==> config.mk <==
export PLATFORM = sky130hd
export DESIGN_NAME = drx_deser
export DESIGN_NICKNAME = d
export VERILOG_FILES = /design/src/rtl/drx_pkg.sv /design/src/rtl/drx_framer.sv /design/src/rtl/drx_lane_shift.sv /design/src/rtl/drx_lock.sv /design/src/rtl/drx_deser.sv
export SDC_FILE = /design/constraint.sdc
export NUM_CORES = 1
export LEC_CHECK = 0
export ABC_AREA = 1
export BUFFER_PORTS_ARGS = -buffer_cell sky130_fd_sc_hd__buf_2
export CORE_MARGIN = 4
export CORE_UTILIZATION = 50
export CTS_CLUSTER_SIZE = 8
export DETAILED_ROUTE_END_ITERATION = 10
export PLACE_DENSITY_LB_ADDON = 0.2
export SETUP_SLACK_MARGIN = 0.1
export SYNTH_ARGS = -nofsm -noshare
export SYNTH_HDL_FRONTEND = slang
export SYNTH_SLANG_ARGS = --single-unit
export TNS_END_PERCENT = 20
==> constraint.sdc <==
create_clock -name clk_i -period 2.6 [get_ports clk_i]
set_clock_uncertainty 0.2 [all_clocks]
set_input_delay 0.52 -clock clk_i [delete_from_list [all_inputs] [get_ports clk_i]]
set_output_delay 0.52 -clock clk_i [all_outputs]
set_load 0.01 [all_outputs]
==> src/rtl/drx_pkg.sv <==
`timescale 1ns/1ps
package drx_pkg;
  localparam int unsigned SLOTS     = 7;
  localparam int unsigned SLOT_W    = 3;
  localparam logic [SLOT_W-1:0] SLOT_IDLE = 3'd7;
  localparam logic [SLOT_W-1:0] SLOT_LAST = 3'(SLOTS - 1);
  localparam logic [SLOT_W-1:0] CLK_HI_N  = 3'd3; // slots 0..2 plus last keep pixel clock high

  // output word bit for a lane/slot pair
  function automatic int unsigned word_bit(int unsigned lane, int unsigned slot);
    return lane * SLOTS + slot;
  endfunction
endpackage

==> src/rtl/drx_framer.sv <==
`timescale 1ns/1ps
module drx_framer
  import drx_pkg::*;
(
  input  logic clk_i,
  input  logic rst_ni,
  input  logic link_clk_i,
  output logic rise_o,
  output logic load_o,
  output logic pix_o
);
  logic              link_q;
  logic [SLOT_W-1:0] slot_q;
  logic [SLOT_W-1:0] cur_slot;

  assign rise_o   = link_clk_i & ~link_q;
  assign cur_slot = rise_o ? '0 : slot_q;
  assign load_o   = (cur_slot == SLOT_LAST);

  always_ff @(posedge clk_i or negedge rst_ni) begin
    if (!rst_ni) begin
      link_q <= 1'b0;
      slot_q <= SLOT_IDLE;
      pix_o  <= 1'b0;
    end else begin
      link_q <= link_clk_i;
      // park at idle after the last slot until the next link edge
      slot_q <= (cur_slot >= SLOT_LAST) ? SLOT_IDLE : cur_slot + 3'd1;
      pix_o  <= (cur_slot == SLOT_LAST) || (cur_slot < CLK_HI_N);
    end
  end

  // a link rising edge always restarts at slot 0
  a_r9_slot_restart: assert property (@(posedge clk_i) disable iff (!rst_ni)
    rise_o |=> (slot_q == 3'd1));

  // without a link edge the counter stays parked and the pixel clock low
  a_r8_idle_park: assert property (@(posedge clk_i) disable iff (!rst_ni)
    (slot_q == SLOT_IDLE && !rise_o) |=> (slot_q == SLOT_IDLE && !pix_o));
endmodule

==> src/rtl/drx_lane_shift.sv <==
`timescale 1ns/1ps
module drx_lane_shift
  import drx_pkg::*;
(
  input  logic             clk_i,
  input  logic             rst_ni,
  input  logic             din_i,
  output logic [SLOTS-1:0] word_o
);
  localparam int unsigned SR_W = SLOTS - 1;

  logic [SR_W-1:0] sr_q;

  // shift right so the earliest slot settles at bit 0
  always_ff @(posedge clk_i or negedge rst_ni) begin
    if (!rst_ni) sr_q <= '0;
    else         sr_q <= {din_i, sr_q[SR_W-1:1]};
  end

  assign word_o = {din_i, sr_q};
endmodule

==> src/rtl/drx_lock.sv <==
`timescale 1ns/1ps
module drx_lock #(
  parameter int unsigned LOCK_CYC = 850000
) (
  input  logic clk_i,
  input  logic rst_ni,
  input  logic pd_ni,
  input  logic rise_i,
  output logic locked_o
);
  localparam int unsigned CNT_W = $clog2(LOCK_CYC + 1);
  localparam logic [CNT_W-1:0] CNT_END = CNT_W'(LOCK_CYC);

  logic [CNT_W-1:0] cnt_q;

  always_ff @(posedge clk_i or negedge rst_ni) begin
    if (!rst_ni)                cnt_q <= '0;
    else if (!pd_ni)            cnt_q <= '0;
    else if (rise_i && !locked_o) cnt_q <= cnt_q + 1'b1;
  end

  assign locked_o = (cnt_q == CNT_END);

  a_r6_pd_restart: assert property (@(posedge clk_i) disable iff (!rst_ni)
    !pd_ni |=> (cnt_q == '0 && !locked_o));

  a_r7_lock_on_edge: assert property (@(posedge clk_i) disable iff (!rst_ni)
    $rose(locked_o) |-> ($past(rise_i) && $past(pd_ni)));
endmodule

==> src/rtl/drx_deser.sv <==
`timescale 1ns/1ps
module drx_deser
  import drx_pkg::*;
#(
  parameter bit          NARROW   = 1'b0,
  parameter int unsigned LOCK_CYC = 850000,
  localparam int unsigned LANES   = NARROW ? 3 : 4
) (
  input  logic             clk_i,
  input  logic             rst_ni,
  input  logic             link_clk_i,
  input  logic [LANES-1:0] lane_i,
  input  logic             pd_ni,
  output logic [7:0]       red_o,
  output logic [7:0]       grn_o,
  output logic [7:0]       blu_o,
  output logic [3:0]       ctl_o,
  output logic             pix_clk_o,
  output logic             valid_o
);
  localparam int unsigned WORD_W  = LANES * SLOTS;
  localparam int unsigned COL_W   = NARROW ? 6 : 8;
  localparam int unsigned CTL_W   = NARROW ? 3 : 4;
  localparam int unsigned COL_PAD = 8 - COL_W;
  localparam int unsigned CTL_PAD = 4 - CTL_W;

  logic              rise, load, pix_q, locked;
  logic [SLOTS-1:0]  lane_word [LANES];
  logic [WORD_W-1:0] word_nx, hold_q, word_vis;

  drx_framer u_framer (
    .clk_i      (clk_i),
    .rst_ni     (rst_ni),
    .link_clk_i (link_clk_i),
    .rise_o     (rise),
    .load_o     (load),
    .pix_o      (pix_q)
  );

  drx_lock #(.LOCK_CYC(LOCK_CYC)) u_lock (
    .clk_i    (clk_i),
    .rst_ni   (rst_ni),
    .pd_ni    (pd_ni),
    .rise_i   (rise),
    .locked_o (locked)
  );

  for (genvar g = 0; g < LANES; g++) begin : g_lane
    drx_lane_shift u_shift (
      .clk_i  (clk_i),
      .rst_ni (rst_ni),
      .din_i  (lane_i[g]),
      .word_o (lane_word[g])
    );
    assign word_nx[word_bit(g, 0) +: SLOTS] = lane_word[g];
  end

  always_ff @(posedge clk_i or negedge rst_ni) begin
    if (!rst_ni)              hold_q <= '0;
    else if (!pd_ni)          hold_q <= '0;
    else if (load && locked)  hold_q <= word_nx;
  end

  // power-down gating is combinational so the outputs drop at once
  assign word_vis  = pd_ni ? hold_q : '0;
  assign pix_clk_o = pix_q & pd_ni;
  assign valid_o   = locked & pd_ni;

  if (NARROW) begin : g_narrow
    assign red_o = {word_vis[0*COL_W +: COL_W], {COL_PAD{1'b0}}};
    assign grn_o = {word_vis[1*COL_W +: COL_W], {COL_PAD{1'b0}}};
    assign blu_o = {word_vis[2*COL_W +: COL_W], {COL_PAD{1'b0}}};
    assign ctl_o = {{CTL_PAD{1'b0}}, word_vis[3*COL_W +: CTL_W]};
  end else begin : g_wide
    assign red_o = word_vis[0*COL_W +: COL_W];
    assign grn_o = word_vis[1*COL_W +: COL_W];
    assign blu_o = word_vis[2*COL_W +: COL_W];
    assign ctl_o = word_vis[3*COL_W +: CTL_W];
  end

  // the held word moves only on a slot-6 edge
  a_r4_update_on_last_slot: assert property (@(posedge clk_i) disable iff (!rst_ni)
    (pd_ni && $past(pd_ni) && hold_q != $past(hold_q)) |-> $past(load));

  // every visible word change coincides with a pixel clock rise
  a_r5_change_with_rise: assert property (@(posedge clk_i) disable iff (!rst_ni)
    (pd_ni && $past(pd_ni) && hold_q != $past(hold_q)) |-> (pix_clk_o && !$past(pix_clk_o)));

  // nothing shows on the data outputs while not valid
  a_r7_quiet_until_valid: assert property (@(posedge clk_i) disable iff (!rst_ni)
    !valid_o |-> (word_vis == '0));
endmodule

; Word level (Yosys, flattened, before mapping)
; Cells that the tools add are included.
[op_classes]
magnitude_cmp = 2
eq_ne = 4
mux = 7
bitwise_logic = 4
n_addsub = 2
reduce_logical = 4
[ops]
columns = cell, count
row1 = two-way mux 28 bit, 3
row2 = two-way mux 20 bit, 2
row3 = "adder 20 x 1 -> 20 bit, second input constant", 1
row4 = "== test 20 bit, second input constant", 1
row5 = two-way mux 3 bit, 2
row6 = "inequality test 2 x 1 -> 1 bit, second input constant", 2
row7 = "adder 3 x 1 -> 3 bit, second input constant", 1
row8 = AND 1 bit, 3
row9 = "== test 3 bit, second input constant", 1
row10 = ">= comparator 3 bit, second input constant", 1
row11 = "less-than comparator 3 x 2 -> 1 bit, second input constant", 1
row12 = logical AND 1 bit, 2
row13 = zero test 1 bit, 1
row14 = logical OR 1 bit, 1
row15 = NOT 1 bit, 1
[word_totals]
out_inout_bits = 30
wordCells = 32
regBits = 77
in_bits = 8

; Depth between registers and ports, before layout
; Gate-level depths: netlist of run 1.
[logic_depth]
depth_word = 7
ltp_mapped = 13
ltp_nobuf = 12

; Modules after synthesis
; A second synthesis of run 1 with hierarchy kept.
[unflattened]
cells_unflattened = 528
area_unflattened_um2 = 3896.2
[modules_own_cells]
columns = module, n_inst, area_per_inst_um2, cells_each, seq_area_each_um2
row1 = drx_deser, 1, 1530.2, 241, 700.7
row2 = drx_lock, 1, 1473.9, 227, 500.5
row3 = drx_lane_shift, 4, 157.7, 7, 150.1
row4 = drx_framer, 1, 261.5, 32, 128.9

; Worst setup path after synthesis of run 1
; No wires, ideal clock.
[synth_path]
path_kind = in2out
from = input pd_ni
to = output blu_o[0]
path_stages = 4
slack_ps = 680
arrival_time_ps = 1200
t_required_ps = 1880
path_buffers = 2
cell_sequence = clkbuf_1 -> clkbuf_1 -> nand2_1 -> inv_1
[synth_between]
elab_chain_len = 1
[synth_lines]
columns = item, line
row1 = from (decl), drx_deser.sv:13  ; input logic pd_ni,
row2 = two-way mux 28 bit, drx_deser.sv:65  ; assign word_vis = pd_ni ? hold_q : '0;
row3 = to (decl), drx_deser.sv:16  ; output logic [7:0] blu_o,
; No other way between the ends.

; Final worst setup path of run 1
[layout_path]
from = register u_lock.cnt_q[0]
to = output valid_o
[layout_between]
elab_chain_len = 2
[layout_lines]
columns = item, line
row1 = from (decl), drx_lock.sv:14  ; logic [CNT_W-1:0] cnt_q;
row2 = from (signal assigned), drx_lock.sv:19  ; else if (rise_i && !locked_o) cnt_q <= cnt_q + 1'b1;
row3 = == test 20 bit, drx_lock.sv:22  ; assign locked_o = (cnt_q == CNT_END);
row4 = AND 1 bit, drx_deser.sv:67  ; assign valid_o = locked & pd_ni;
row5 = to (decl), drx_deser.sv:19  ; output logic valid_o
; No other way between the ends.

==> results.sh, run 1 <==
export IMPL_clock_sink_count=77
export IMPL_post_cts_resized=0
export IMPL_port_buffers=37
export IMPL_gp_routability_congestion=0.8966
export IMPL_crit_family="flip-flops"
export IMPL_ctsLongestPathBuffers=2
export IMPL_worst_hold_path_type="primary input to flop"
export IMPL_die_width_um=93.19
export IMPL_power_per_cell_area_nw_per_um2=577.3
export IMPL_cell_depth_of_the_worst_min_delay_path=1
export IMPL_seqCellArea_um2=1931
export IMPL_fin_total_pwr_mw=2.386
export IMPL_grt_ovfl_total=0
export IMPL_final_setup_viol_count=0
export IMPL_drtPass1Iterations=4
export IMPL_drt_wl_total_um=6929
export IMPL_clock_root_buffer="sky130_fd_sc_hd__clkbuf_8"
export IMPL_path_cells="inv_1, ha_1, nand2_1, inv_1, nand2_1, nor2_1, nand3_1, nor2_1, buf_2"
export IMPL_yosys_area_share_xor_xnor_pct=2.414
export IMPL_largest_family_of_logic_cells_by_synthesized_area="simple AND/OR/NAND/NOR gates"
export IMPL_ant_nets=0
export IMPL_min_period_over_period_pct=90.81
export IMPL_layout_setup_ws_ps=238.9
export IMPL_cts_htree_levels=3
export IMPL_critical_path_depth_in_cells=9
export IMPL_synth_adder_area_share_pct=1.379
export IMPL_synthToLayoutAreaGrowth_pct=13.90
export IMPL_slew_headroom_pct=70.84
export IMPL_grt_start_max_net_pins=57
export IMPL_final_cells=584
export IMPL_hpwlAfterDp_um=4750
export IMPL_dp_cells=567
export IMPL_outcome="finished, final reports clean"
export IMPL_final_layout_size_suffix_gt1_share_pct=17.62
export IMPL_synth_seq_cells=77
export IMPL_multi_input_area_um2=1390
export IMPL_n_fill_cell=673
export IMPL_post_synth_and_or_nand_nor_area_fraction_pct=27.07
export IMPL_start_kind="flop"
export IMPL_dieArea_um2=8683
export IMPL_grt_antenna_before_repair=0
export IMPL_grt_pass1_wl_um=12030
export IMPL_unrepaired_setup_endpoints_after_global_routing="no"
export IMPL_worst_r2r_path_depth=12
export IMPL_cpMaxStageDelayCell="sky130_fd_sc_hd__dfrtp_1"
export IMPL_leakage_nw=2.233
export IMPL_transition_time_at_the_pin_with_the_least_slew_margin_ps=437.4
export IMPL_arrival_ps=1640
export IMPL_post_route_min_period_ps=2361
export IMPL_remaining_drc_errors=0
export IMPL_clock_pin_transition_on_the_worst_setup_and_hold_timing_paths_ps=80
export IMPL_timing_limited_maximum_frequency_ghz=0.4235
export IMPL_timing_max_cap_violations=0
export IMPL_layout_common_cells="173 x sky130_fd_sc_hd__nand2_1, 74 x sky130_fd_sc_hd__dfrtp_1, 52 x sky130_fd_sc_hd__inv_1"
export IMPL_setup_total_negative_slack_ps=0
export IMPL_report_final_slew_viol_count=0
export IMPL_synth_seq_area_share_pct=53.21
export IMPL_vias=2750
export IMPL_first_global_vias=2692
export IMPL_most_frequent_standard_cell_in_the_layout_excluding_fill_and_tap_cells="sky130_fd_sc_hd__nand2_1"
export IMPL_clock_tree_from_tritoncts="yes"
export IMPL_fp_coreArea_um2=6907
export IMPL_post_cts_setup_buffers=0
export IMPL_syn_num_nets=457
export IMPL_gr_usage_all_layers_pct=17.33
export IMPL_syn_avg_cell_area_um2=8.154
export IMPL_critical_path_n_buffers_inverters=3
export IMPL_vias_per_cell=4.709
export IMPL_n_antenna_cell=0
export IMPL_number_of_drc_markers_after_the_initial_detailed_route_iteration=137
export IMPL_numCtsBuffers=9
export IMPL_start_util_pct=52.54
export IMPL_synth_area_mux_share_pct=0
export IMPL_post_place_ws_ps=448.9
export IMPL_power_ir_vdd_worst_mv=0.4179
export IMPL_critPathKind="flop to output pin"
export IMPL_cp_data_required_time_ps=1880
export IMPL_synthesis_area_um2=3628
export IMPL_wire_per_inst_um=11.86
export IMPL_final_net_count=495
export IMPL_std_cell_rows=30
export IMPL_cp_max_fo=6
export IMPL_worst_skew_pair_late_latency_ps=340
export IMPL_yosysWarningCount=0
export IMPL_cp_peak_stage_delay_ps=430
export IMPL_floorplan_io_pins=38
export IMPL_syn_inst=445
export IMPL_hold_viol_final=0
export IMPL_die_h_um=93.19
export IMPL_synth_compound_gate_area_share_pct=7.448
export IMPL_critical_path_endpoint_type="output pin"
export IMPL_synth_cell_types=24
power by group:
part           internal, mW  switching, mW  total [mW]
Combinational        0.0597          0.134       0.193
Clock                 0.472          0.437       0.910
Sequential             1.27         0.0178        1.28
Total                  1.80          0.589        2.39
cell usage after synthesis, drive strengths merged:
library cell | count | area, um2
inv | 53 | 198.9
nand4 | 9 | 56.30
xor2 | 10 | 87.58
clkbuf | 7 | 26.28
nor3b | 1 | 7.510
nand2 | 174 | 655.6
nand3 | 15 | 80.08
ha | 4 | 50.05
dfstp | 3 | 78.83
nor3 | 1 | 5.000
buf | 10 | 82.57
o21bai | 2 | 15.01
dfrtp | 74 | 1852
nor2 | 46 | 177.7
o21ai | 36 | 255.3
cell type report:
class	instances	area share (%)
Multi-Input combinational cell	298	33.64
Sequential cell	77	46.72
Clock inverter	5	1.423
Tap cell	96	2.906
Clock buffer	11	3.421
Timing Repair Buffer	44	7.084
Inverter	53	4.814
layer usage:
metal,vias to the layer above,global-route usage (%),part of all wire [%]
met5,-,0,0
met4,0,6.716,1.3
met3,10,3.298,3.4
met2,46,28.13,48
met1,1264,23.02,47
li1,1430,-,-
worst paths after layout:
kind	endpoint	slack [ps]	start
setup / recovery	valid_o	240	u_lock.cnt_q[0]
hold / removal	g_lane[0].u_shift.sr_q[5]	100	lane_i[0]
setup reg to reg	u_lock.cnt_q[14]	440	u_lock.cnt_q[0]
hold reg to reg	g_lane[0].u_shift.sr_q[3]	180	g_lane[0].u_shift.sr_q[4]
max in group asynchronous	g_lane[2].u_shift.sr_q[0]	1160	rst_ni
min in group asynchronous	u_lock.cnt_q[5]	470	rst_ni
logic make-up (layout without fill, tap and decap cells):
logic type,count (synthesis),count (layout)
XOR/XNOR,10,10
AND/OR/NAND/NOR,246,246
adder cells (fa/ha/maj),4,4
AO/OA/AOI/OAI,38,38
flip-flops,77,77
buffers and inverters,70,113
stage by stage:
step	util [%]	hold slack, ps	cell area (um2)
finish	59.84	95.59	4133
floorplan	-	24.41	3628
CTS	59.84	80.55	4133
global route	59.84	77.52	4133
detailed placement	56.79	160.2	3923
global placement	56.79	157.7	3923
state kept, by name, summed over array words and instances, names as in the netlist:
name,cells
hold_q,28
u_framer.link_q,1
u_framer.slot_q,3
u_framer.pix_o,1
g_lane.u_shift.sr_q,24
u_lock.cnt_q,20
what timing repair did:
action,in CTS,in global routing
hold endpoints to repair,29,0
hold buffers,1,0
endpoints found under the setup margin,0,0
Power figures use the tool's default switching activity.
==> run 2: changes to the inputs <==
Settings changed: CORE_MARGIN 4 to default, RECOVER_POWER from default to 50.
==> run 2 against run 1 <==
Die area decreased by 12%. Combinational power increased by 2%. Non-clock buffer count increased by 4. Worst setup slack got worse by 34 ps. Worst hold slack got worse by 7.7 ps. Count of clock-buffer cells in the layout decreased by 1. Critical endpoint unchanged. Utilization increased by 0.40 points. Clock power increased by 12%. Fmax decreased by 1.4%. Register-to-register slack improved by 80 ps.
==> results.sh, run 2 (synthesis gave the netlist of run 1 again) <==
export IMPL_critical_path_endpoint_type="output pin"
export IMPL_n_fill_cell=633
export IMPL_start_kind="flop"
export IMPL_most_frequent_standard_cell_in_the_layout_excluding_fill_and_tap_cells="sky130_fd_sc_hd__nand2_1"
export IMPL_timing_max_cap_violations=0
export IMPL_port_buffers=37
export IMPL_reg2reg_to="u_lock.cnt_q[13]"
export IMPL_report_final_slew_viol_count=0
export IMPL_setup_total_negative_slack_ps=0
export IMPL_final_net_count=499
export IMPL_critPathKind="flop to output pin"
export IMPL_numCtsBuffers=9
export IMPL_unrepaired_setup_endpoints_after_global_routing="no"
export IMPL_cell_depth_of_the_worst_min_delay_path=1
export IMPL_final_setup_viol_count=0
export IMPL_die_h_um=87.19
export IMPL_std_cell_rows=30
export IMPL_cp_data_required_time_ps=1880
export IMPL_fp_coreArea_um2=6907
export IMPL_vias=2783
export IMPL_post_route_min_period_ps=2395
export IMPL_clock_pin_transition_on_the_worst_setup_and_hold_timing_paths_ps=80
export IMPL_grt_ovfl_total=0
export IMPL_hold_viol_final=0
export IMPL_clock_tree_from_tritoncts="yes"
export IMPL_ant_nets=0
export IMPL_arrival_ps=1670
export IMPL_final_cells=588
export IMPL_number_of_drc_markers_after_the_initial_detailed_route_iteration=157
export IMPL_cp_max_fo=5
export IMPL_largest_register_ff_count=28
export IMPL_cts_htree_levels=3
export IMPL_worst_r2r_path_depth=13
export IMPL_slew_headroom_pct=40.46
export IMPL_regToRegStartpoint="u_lock.cnt_q[0]"
export IMPL_power_per_cell_area_nw_per_um2=600.6
export IMPL_layout_common_cells="173 x sky130_fd_sc_hd__nand2_1, 73 x sky130_fd_sc_hd__dfrtp_1, 51 x sky130_fd_sc_hd__inv_1"
export IMPL_min_period_over_period_pct=92.10
export IMPL_biggestRegsByFlops="hold_q x28, g_lane.u_shift.sr_q x24, u_lock.cnt_q x20"
export IMPL_top_register="hold_q"
export IMPL_grt_pass1_wl_um=11620
export IMPL_worstHoldEndpoint="g_lane[0].u_shift.sr_q[5]"
export IMPL_post_route_util_pct=60.24
export IMPL_transition_time_at_the_pin_with_the_least_slew_margin_ps=893.2
export IMPL_clock_sink_count=77
export IMPL_vias_per_cell=4.733
export IMPL_leakage_nw=2.247
export IMPL_n_antenna_cell=0
export IMPL_first_global_vias=2569
export IMPL_die_width_um=87.19
export IMPL_dp_cells=568
export IMPL_outcome="finished, final reports clean"
export IMPL_clock_root_buffer="sky130_fd_sc_hd__clkbuf_8"
export IMPL_wire_per_inst_um=11.48
export IMPL_remaining_drc_errors=0
export IMPL_ctsLongestPathBuffers=2
export IMPL_hold_path_startpoint="lane_i[0]"
export IMPL_start_util_pct=52.54
export IMPL_power_ir_vdd_worst_mv=0.4409
export IMPL_gp_routability_congestion=0.8824
export IMPL_dieArea_um2=7601
export IMPL_final_layout_size_suffix_gt1_share_pct=18.50
export IMPL_hpwlAfterDp_um=4485
export IMPL_synthToLayoutAreaGrowth_pct=14.66
export IMPL_grt_start_max_net_pins=57
export IMPL_gr_usage_all_layers_pct=19.98
export IMPL_timing_limited_maximum_frequency_ghz=0.4176
export IMPL_worst_hold_path_type="primary input to flop"
export IMPL_grt_antenna_before_repair=0
export IMPL_regToRegSetupSlack_ps=520
export IMPL_worst_skew_pair_late_latency_ps=350
export IMPL_drtPass1Iterations=4
export IMPL_floorplan_io_pins=38
export IMPL_drt_wl_total_um=6750
[run 2: metal layers]
layer	vias to the layer above	global-route usage (%)	part of all wire [%]
met5	-	0	0
met3	10	4.360	3.7
met4	0	8.644	1.6
li1	1435	-	-
met1	1286	27.92	50
met2	52	30.21	44
[run 2: repair_timing]
action / in CTS / in global routing
resized for setup: 1 / 2
endpoints found under the setup margin: 1 / 1
hold buffers: 1 / 0
setup buffers: 0 / 3
endpoints found under the hold margin: 33 / 0
pin swaps: 0 / 1
[run 2: stage by stage]
step / cell area, um2 / power, mW / setup WS [ps] / hold slack, ps
detailed placement: 3918 / 1.508 / 485.3 / 158.2
finish: 4160 / 2.499 / 205.4 / 87.87
global placement: 3918 / 1.500 / 554.0 / 158.9
global route: 4160 / 2.611 / 100.2 / 65.87
floorplan: 3628 / 1.429 / 680.4 / 24.41
CTS: 4150 / 2.525 / 146.8 / 73.83
[run 2: worst max path at each step]
| stage | start | end | slack [ps] | depth (start not counted) |
|---|---|---|---|---|
| detailed placement | u_lock.cnt_q[0] | valid_o | 490 | 9 |
| finish | u_lock.cnt_q[0] | valid_o | 210 | 9 |
| global placement | u_lock.cnt_q[0] | valid_o | 550 | 9 |
| CTS | u_lock.cnt_q[0] | valid_o | 150 | 9 |
| floorplan | pd_ni | blu_o[0] | 680 | 4 |
| global route | rst_ni | g_lane[2].u_shift.sr_q[2] | 100 | 3 |
[run 2: power by group]
part	switching [mW]	total [mW]	leakage (nW)	internal [mW]
logic	0.137	0.197	1.14	0.0600
clock network	0.464	1.02	0.105	0.551
registers	0.0206	1.29	1.00	1.27
total	0.622	2.50	2.25	1.88
[run 2: layout make-up]
class                           count  area, um2  share of cell area [%]
Sequential cell                    77       1932                   46.44
Multi-Input combinational cell    298       1390                   33.41
Timing Repair Buffer               48      294.0                   7.068
Inverter                           53      201.4                   4.842
Clock buffer                       10      127.6                   3.068
Tap cell                           96      120.1                   2.887
Clock inverter                      6      95.09                   2.286
[run 2: worst max-delay path, cell delays in order (launching register included)]
cell	delay, ps
sky130_fd_sc_hd__dfrtp_2	460
sky130_fd_sc_hd__inv_4	90
sky130_fd_sc_hd__ha_1	150
sky130_fd_sc_hd__nand2_1	60
sky130_fd_sc_hd__inv_1	50
sky130_fd_sc_hd__nand2_1	50
sky130_fd_sc_hd__nor2_1	90
sky130_fd_sc_hd__nand3_1	110
sky130_fd_sc_hd__nor2_1	110
sky130_fd_sc_hd__buf_2	140
